**src/rtl/dbi_pkg.sv**
```systemverilog
package dbi_pkg;

    localparam logic [7:0] OP_GET_ID     = 8'h04;
    localparam logic [7:0] OP_GET_STATUS = 8'h09;
    localparam logic [7:0] OP_MEM_WRITE  = 8'h2C;

    typedef enum logic [2:0] {
        ST_IDLE,
        ST_CMD,
        ST_PAR,
        ST_RD,
        ST_FIN
    } eng_state_t;

    typedef enum logic [1:0] {
        RATE_SET,
        RATE_FAST,
        RATE_READ
    } rate_t;

    typedef struct packed {
        logic [7:0] op;
        logic       rd;
        logic       realign;
        logic       fast_par;
    } txn_flags_t;

    // Opcodes that return data from the panel
    function automatic logic is_read_op(input logic [7:0] op);
        logic r;
        case (op)
            8'h04, 8'h06, 8'h07, 8'h08, 8'h09, 8'h0A, 8'h0B,
            8'h0C, 8'h0D, 8'h0E, 8'h0F, 8'h2E, 8'h3E, 8'h45,
            8'h52, 8'h54, 8'h56, 8'h5F, 8'hA1, 8'hA8: r = 1'b1;
            default: r = 1'b0;
        endcase
        return r;
    endfunction

    // Replies that arrive one clock late
    function automatic logic needs_realign(input logic [7:0] op);
        return (op == OP_GET_ID) || (op == OP_GET_STATUS);
    endfunction

    function automatic logic [7:0] join_shifted(input logic [7:0] prev,
                                                input logic [7:0] cur);
        return {prev[6:0], cur[7]};
    endfunction

endpackage

```
**src/rtl/dbi_rate_sel.sv**
```systemverilog
module dbi_rate_sel
    import dbi_pkg::*;
#(
    parameter int DIV_W = 8,
    localparam int HW   = DIV_W + 1
) (
    input  logic [DIV_W-1:0] div_fast,
    input  logic [DIV_W-1:0] div_set,
    input  logic [DIV_W-1:0] div_read,
    input  rate_t            sel,
    output logic [HW-1:0]    half
);
    logic [HW-1:0] h_fast, h_set_raw, h_rd_raw, h_set, h_rd, h_fast2;

    always_comb begin
        h_fast    = (div_fast == '0) ? HW'(1) : {1'b0, div_fast};
        h_set_raw = (div_set  == '0) ? HW'(1) : {1'b0, div_set};
        h_rd_raw  = (div_read == '0) ? HW'(1) : {1'b0, div_read};
        h_fast2   = h_fast << 1;
        h_set     = (h_set_raw > h_fast) ? h_set_raw : h_fast;
        h_rd      = (h_rd_raw > h_fast2) ? h_rd_raw : h_fast2;
        case (sel)
            RATE_FAST: half = h_fast;
            RATE_READ: half = h_rd;
            default:   half = h_set;
        endcase
    end
endmodule

```
**src/rtl/dbi_shifter.sv**
```systemverilog
module dbi_shifter #(
    parameter int HW = 9
) (
    input  logic          clk,
    input  logic          rst,
    input  logic          go,
    input  logic [HW-1:0] half,
    input  logic [7:0]    tx_byte,
    input  logic          miso,
    output logic          sck,
    output logic          mosi,
    output logic          done,
    output logic [7:0]    rx_byte
);
    logic          active;
    logic [HW-1:0] hcnt;
    logic [HW-1:0] half_q;
    logic [2:0]    bitn;
    logic [7:0]    tx_sh;

    always_ff @(posedge clk) begin
        if (rst) begin
            active  <= 1'b0;
            sck     <= 1'b0;
            done    <= 1'b0;
            hcnt    <= '0;
            half_q  <= HW'(1);
            bitn    <= '0;
            tx_sh   <= '0;
            rx_byte <= '0;
        end else begin
            done <= 1'b0;
            if (go) begin
                active <= 1'b1;
                sck    <= 1'b0;
                hcnt   <= '0;
                bitn   <= '0;
                tx_sh  <= tx_byte;
                half_q <= half;
            end else if (active) begin
                if (hcnt == half_q - HW'(1)) begin
                    hcnt <= '0;
                    if (!sck) begin
                        sck     <= 1'b1;
                        rx_byte <= {rx_byte[6:0], miso};
                    end else begin
                        sck <= 1'b0;
                        if (bitn == 3'd7) begin
                            active <= 1'b0;
                            done   <= 1'b1;
                        end else begin
                            bitn  <= bitn + 3'd1;
                            tx_sh <= {tx_sh[6:0], 1'b0};
                        end
                    end
                end else begin
                    hcnt <= hcnt + HW'(1);
                end
            end
        end
    end

    assign mosi = tx_sh[7];


    sck_needs_active_chk: assert property (@(posedge clk) disable iff (rst)
        sck |-> active);
endmodule

```
**src/rtl/dbi_realign.sv**
```systemverilog
module dbi_realign
    import dbi_pkg::*;
(
    input  logic       clk,
    input  logic       rst,
    input  logic       begin_txn,
    input  logic       shift_mode,
    input  logic       in_valid,
    input  logic [7:0] in_byte,
    output logic       out_valid,
    output logic [7:0] out_byte
);
    logic       have_prev;
    logic [7:0] prev;

    always_ff @(posedge clk) begin
        if (rst) begin
            have_prev <= 1'b0;
            prev      <= '0;
            out_valid <= 1'b0;
            out_byte  <= '0;
        end else begin
            out_valid <= 1'b0;
            if (begin_txn) begin
                have_prev <= 1'b0;
            end else if (in_valid) begin
                if (shift_mode) begin
                    prev      <= in_byte;
                    have_prev <= 1'b1;
                    if (have_prev) begin
                        out_byte  <= join_shifted(prev, in_byte);
                        out_valid <= 1'b1;
                    end
                end else begin
                    out_byte  <= in_byte;
                    out_valid <= 1'b1;
                end
            end
        end
    end
endmodule

```
**src/rtl/dbi_spi_engine.sv**
```systemverilog
module dbi_spi_engine
    import dbi_pkg::*;
#(
    parameter int LEN_W     = 16,
    parameter int DIV_W     = 8,
    parameter int SHORT_MAX = 64
) (
    input  logic             clk,
    input  logic             rst,
    input  logic             start,
    input  logic [7:0]       cmd,
    input  logic [LEN_W-1:0] len,
    input  logic [7:0]       tx_data,
    output logic             tx_take,
    input  logic [DIV_W-1:0] div_fast,
    input  logic [DIV_W-1:0] div_set,
    input  logic [DIV_W-1:0] div_read,
    output logic             busy,
    output logic             err,
    output logic [7:0]       rd_data,
    output logic             rd_valid,
    output logic             spi_sck,
    output logic             spi_mosi,
    input  logic             spi_miso,
    output logic             spi_cs_n,
    output logic             spi_dc
);
    localparam int HW    = DIV_W + 1;
    localparam int CNT_W = LEN_W + 1;

    eng_state_t       state;
    txn_flags_t       flags;
    logic [LEN_W-1:0] len_q;
    logic [CNT_W-1:0] rem;
    logic [CNT_W-1:0] rd_total;
    logic [7:0]       byte_q;
    rate_t            rsel;
    logic             go;
    logic             rl_begin;
    logic [HW-1:0]    half;
    logic             sh_done;
    logic [7:0]       sh_rx;
    logic             len_ok;
    logic             start_rd;

    assign len_ok   = (len == LEN_W'(3)) || (len == LEN_W'(4));
    assign start_rd = is_read_op(cmd);
    assign rd_total = {1'b0, len_q} + CNT_W'(flags.realign);
    assign busy     = (state != ST_IDLE);

    dbi_rate_sel #(.DIV_W(DIV_W)) u_rate (
        .div_fast (div_fast),
        .div_set  (div_set),
        .div_read (div_read),
        .sel      (rsel),
        .half     (half)
    );

    dbi_shifter #(.HW(HW)) u_shift (
        .clk     (clk),
        .rst     (rst),
        .go      (go),
        .half    (half),
        .tx_byte (byte_q),
        .miso    (spi_miso),
        .sck     (spi_sck),
        .mosi    (spi_mosi),
        .done    (sh_done),
        .rx_byte (sh_rx)
    );

    dbi_realign u_align (
        .clk        (clk),
        .rst        (rst),
        .begin_txn  (rl_begin),
        .shift_mode (flags.realign),
        .in_valid   (sh_done && (state == ST_RD)),
        .in_byte    (sh_rx),
        .out_valid  (rd_valid),
        .out_byte   (rd_data)
    );

    always_ff @(posedge clk) begin
        if (rst) begin
            state    <= ST_IDLE;
            flags    <= '0;
            len_q    <= '0;
            rem      <= '0;
            byte_q   <= '0;
            rsel     <= RATE_SET;
            go       <= 1'b0;
            tx_take  <= 1'b0;
            err      <= 1'b0;
            rl_begin <= 1'b0;
            spi_cs_n <= 1'b1;
            spi_dc   <= 1'b0;
        end else begin
            go       <= 1'b0;
            tx_take  <= 1'b0;
            err      <= 1'b0;
            rl_begin <= 1'b0;
            case (state)
                ST_IDLE: if (start) begin
                    if (needs_realign(cmd) && !len_ok) begin
                        err <= 1'b1;
                    end else begin
                        flags.op       <= cmd;
                        flags.rd       <= start_rd;
                        flags.realign  <= start_rd && needs_realign(cmd);
                        flags.fast_par <= (cmd == OP_MEM_WRITE) || (32'(len) > SHORT_MAX);
                        len_q    <= len;
                        spi_cs_n <= 1'b0;
                        spi_dc   <= 1'b0;
                        byte_q   <= cmd;
                        rsel     <= start_rd ? RATE_READ : RATE_SET;
                        go       <= 1'b1;
                        rl_begin <= 1'b1;
                        state    <= ST_CMD;
                    end
                end
                ST_CMD: if (sh_done) begin
                    if (flags.rd) begin
                        if (rd_total == '0) begin
                            state <= ST_FIN;
                        end else begin
                            rem    <= rd_total;
                            byte_q <= '0;
                            go     <= 1'b1;
                            state  <= ST_RD;
                        end
                    end else if (len_q == '0) begin
                        state <= ST_FIN;
                    end else begin
                        rem     <= {1'b0, len_q};
                        spi_dc  <= 1'b1;
                        byte_q  <= tx_data;
                        tx_take <= 1'b1;
                        rsel    <= flags.fast_par ? RATE_FAST : RATE_SET;
                        go      <= 1'b1;
                        state   <= ST_PAR;
                    end
                end
                ST_PAR: if (sh_done) begin
                    if (rem == CNT_W'(1)) begin
                        state <= ST_FIN;
                    end else begin
                        rem     <= rem - CNT_W'(1);
                        byte_q  <= tx_data;
                        tx_take <= 1'b1;
                        go      <= 1'b1;
                    end
                end
                ST_RD: if (sh_done) begin
                    if (rem == CNT_W'(1)) begin
                        state <= ST_FIN;
                    end else begin
                        rem    <= rem - CNT_W'(1);
                        byte_q <= '0;
                        go     <= 1'b1;
                    end
                end
                default: begin
                    spi_cs_n <= 1'b1;
                    spi_dc   <= 1'b0;
                    state    <= ST_IDLE;
                end
            endcase
        end
    end


    idle_sck_low_chk: assert property (@(posedge clk) disable iff (rst)
        spi_cs_n |-> !spi_sck);


    mosi_hold_chk: assert property (@(posedge clk) disable iff (rst)
        spi_sck |-> $stable(spi_mosi));


    dc_hold_chk: assert property (@(posedge clk) disable iff (rst)
        spi_sck |-> $stable(spi_dc));


    rd_in_window_chk: assert property (@(posedge clk) disable iff (rst)
        rd_valid |-> (busy && !spi_dc));


    take_with_data_chk: assert property (@(posedge clk) disable iff (rst)
        tx_take |-> (spi_dc && !spi_cs_n));


    reject_no_txn_chk: assert property (@(posedge clk) disable iff (rst)
        err |-> (!busy && spi_cs_n));
endmodule

```
**config.mk**
```make
export PLATFORM = sky130hd
export DESIGN_NAME = dbi_spi_engine
export DESIGN_NICKNAME = d
export VERILOG_FILES = /design/src/rtl/dbi_pkg.sv /design/src/rtl/dbi_rate_sel.sv /design/src/rtl/dbi_shifter.sv /design/src/rtl/dbi_realign.sv /design/src/rtl/dbi_spi_engine.sv
export SDC_FILE = /design/constraint.sdc
export NUM_CORES = 1
export LEC_CHECK = 0
export CORE_AREA = 2 2 129 131
export CTS_BUF_LIST = sky130_fd_sc_hd__clkbuf_8
export CTS_CLUSTER_DIAMETER = 30
export DETAILED_ROUTE_END_ITERATION = 6
export DIE_AREA = 0 0 131 133
export DONT_BUFFER_PORTS = 1
export GPL_ROUTABILITY_DRIVEN = 1
export PLACE_DENSITY = 0.62
export SYNTH_ARGS = -nofsm -noshare
export SYNTH_HDL_FRONTEND = slang
export SYNTH_SLANG_ARGS = --single-unit
```
**constraint.sdc**
```tcl
create_clock -name clk -period 3.7 [get_ports clk]
set_input_delay 0.555 -clock clk [delete_from_list [all_inputs] [get_ports clk]]
set_output_delay 0.555 -clock clk [all_outputs]
set_load 0.02 [all_outputs]
```
==> impl_metrics.toml <==
[sta]
holdWs_ns = 0.2464
hold_viol = 0
period_share_pct = 82.79
skew_ns = 0.009482
fmax_mhz = 326.4
slew_headroom_pct = 34.46
tns_ns = 0
worst_slack_ns = 0.6367
rsz0062_at_grt = "no"
final.min_clock_period_ns = 3.063
report.final.slew_viol_count = 0
max_slew.worst_pin.slew_ns = 0.9704
final-setup-viol-count = 0

[setup_path]
cp_data_required_time_ns = 3.98
crit_type = "flop to flop"
end_kind = "flop"
crit_top_cell = "or3_1"
slowest_stage = "or4_1"
crit_path_max_incr_delay_ns = 0.77
crit_arrival_ns = 3.35
path_max_fanout = 8
path_buf_inv = 0
start_kind = "flop"
crit_chain = "or3_1, xnor2_1, or3_1, a221o_2, or4_1, mux2i_1, nor2_1"
cpLargestDelayFamily = "simple AND/OR/NAND/NOR gates"

[floorplan]
num_io_pins = 76
start_util_pct = 43.50
die-area_sq_um = 17420
placeableCoreArea_sq_um = 16170
fp-row-count = 47
fp.dieH_um = 133
fp.dieW_um = 131

[grt]
grt_max_degree = 88
overflow = 0
antenna_found_initial = 0
track_usage_pct = 20.68
grt_pass1_vias = 5716
grt_pass1_wl_mm = 29.06

[route]
via_per_inst = 5.969
drcViolationCount = 0
routed_wirelength_mm = 17.41
dr.pass1.iters = 4
route.antenna.remaining_nets = 0
wire_per_inst_um = 17.14
drt_iter0_drc = 520
num_vias = 6064

[flow_run]
drv_cap = 0

[min_path]
hold_path.class = "input pin to flop"

[status]
status = "finished, final reports clean"

[yosys]
synth_edf_count = 0
netlist_area_sq_um = 7034
yosysSeqAreaShare_pct = 31.87
synth_top_area_share_pct = 31.87
yosysTopAreaCell = "dfxtp_1"
syn_avg_cell_area_sq_um = 8.394
ys_warn_count = 0
synth_area_leaders = "dfxtp_1, mux2i_1, nor2_1"
async_flop_share_pct = 0
synth-seq-cells = 112
synthCells = 838
synthFlopType = "dfxtp_1"
ys_types = 78
synth_nets = 924

[placed_design]
dp_cells = 1000
dp_worst_setup_slack_ns = 0.6608
port_buffers = 0
hpwl_mm = 12.77
place_congestion = 0.9386

[clock_network]
cts_resized = 0
clock_latency_ns = 0.38
root_buffer = "clkbuf_8"
cts_tree = "built"
cts_made_buffers = 9
clk_pin_slew_ns = 0.10
h-tree-depth = 3
postCtsSetupBuffers = 0
ctsLongestPathBuffers = 2
hold_buffers = 0
clock_sinks = 112

[power]
power.total_mw = 3.752
ir_worst_vdd_uv = 310.7
p_leak_nw = 2.678
power_density_nw_per_um2 = 515.9

[layout]
multi_input_area_sq_um = 4328
layout_common_cells = "dfxtp_1, nor2_1, nand2_1"
drive_above_1_share_pct = 8.668
layout.area.seq_sq_um = 2242
diodes = 0
nFillCells = 1602
finalNetCount = 877
fin_cells = 1016
area.growth.synth_to_final_pct = 3.380
final_common_cell = "dfxtp_1"
==> worst paths after layout <==
| kind | endpoint | cells past startpoint | start | slack, ns |
|---|---|---|---|---|
| max | u_shift.rx_byte[7]$_SDFFE_PP0P_ | 7 | u_shift.half_q[0]$_SDFFE_PP1P_ | 0.64 |
| min | u_shift.tx_sh[3]$_SDFFE_PP0P_ | 1 | rst | 0.25 |
| max reg2reg | u_shift.rx_byte[7]$_SDFFE_PP0P_ | 7 | u_shift.half_q[0]$_SDFFE_PP1P_ | 0.64 |
| min reg2reg | u_shift.tx_sh[0]$_SDFFE_PP0P_ | 2 | byte_q[0]$_SDFFE_PP0P_ | 0.47 |
==> cell usage after synthesis, types with 3 or more instances <==
cell      number
o31ai_1        4
a211o_1        3
a21oi_1       28
or4_1         10
nor2_1        95
nand2_1       49
a41o_1         4
a31oi_1       11
buf_2         11
nand3b_1       6
a32o_1         6
dfxtp_1      112
o311a_1        3
mux2i_1       45
and3_1         6
mux2_2        20
a21o_1         7
o21ai_0       22
a311oi_1       3
xnor2_1       18
clkbuf_8       3
nor3b_1        4
ha_1          26
nand4_1       17
nor3_1        39
xor2_1        20
or2_2          3
inv_1         32
nand2b_1      10
nor2b_1        5
nor4b_1        4
or3_1         10
nor4_1        14
nand3_1       17
o22ai_1       11
a211oi_1      27
and2_1         4
a221oi_1      25
clkbuf_1      51
==> power breakdown <==
part | internal, mW | switching (mW)
logic | 0.585 | 0.823
registers | 1.38 | 0.205
clock network | 0.334 | 0.428
==> sequential cells by signal (all words and copies together), names as in the netlist, 2 cells and up <==
| signal | flops |
|---|---|
| u_shift.bitn | 3 |
| flags | 3 |
| rem | 17 |
| u_shift.rx_byte | 8 |
| rsel | 2 |
| len_q | 16 |
| u_align.out_byte | 8 |
| u_shift.hcnt | 9 |
| byte_q | 8 |
| u_align.prev | 7 |
| u_shift.half_q | 9 |
| state | 3 |
| u_shift.tx_sh | 8 |
==> final cells by class <==
type / count / area share, %
Inverter: 33 / 1.703
Sequential cell: 112 / 30.83
Tap cell: 220 / 3.785
Timing Repair Buffer: 13 / 1.342
Multi-Input combinational cell: 622 / 59.51
Clock inverter: 6 / 0.9291
Clock buffer: 10 / 1.893
==> worst reg2reg max path, delay by kind of cell, from the launching register on <==
kind / cells / cell delay (ns)
flip-flops: 1 / 0.36
multiplexers: 1 / 0.26
AO/OA/AOI/OAI: 1 / 0.46
XOR/XNOR: 1 / 0.19
AND/OR/NAND/NOR: 4 / 1.70
==> routing by layer <==
layer | part of all wire, % | vias up | track usage (%)
li1 | - | 3003 | -
met1 | 47 | 2854 | 29.29
met2 | 44 | 189 | 31.38
met3 | 6.8 | 18 | 4.974
met4 | 1.5 | 0 | 5.496
met5 | 0 | - | 0
==> cell families after synthesis <==
| family | count (synthesis) | synth area share (%) |
|---|---|---|
| AND/OR/NAND/NOR | 305 | 22.29 |
| flip-flops | 112 | 31.87 |
| buffers and inverters | 104 | 6.599 |
| multiplexers | 65 | 9.605 |
| adder cells (fa/ha/maj) | 26 | 4.625 |
| XOR/XNOR | 39 | 4.963 |
| AO/OA/AOI/OAI | 187 | 20.05 |
==> per-stage QoR <==
stage               cell area, sq um  util [%]
global placement                7067     43.70
floorplan                       7034         -
finish                          7272     44.97
detailed placement              7067     43.70
CTS                             7272     44.97
global route                    7272     44.97
Power figures use the tool's default switching activity.
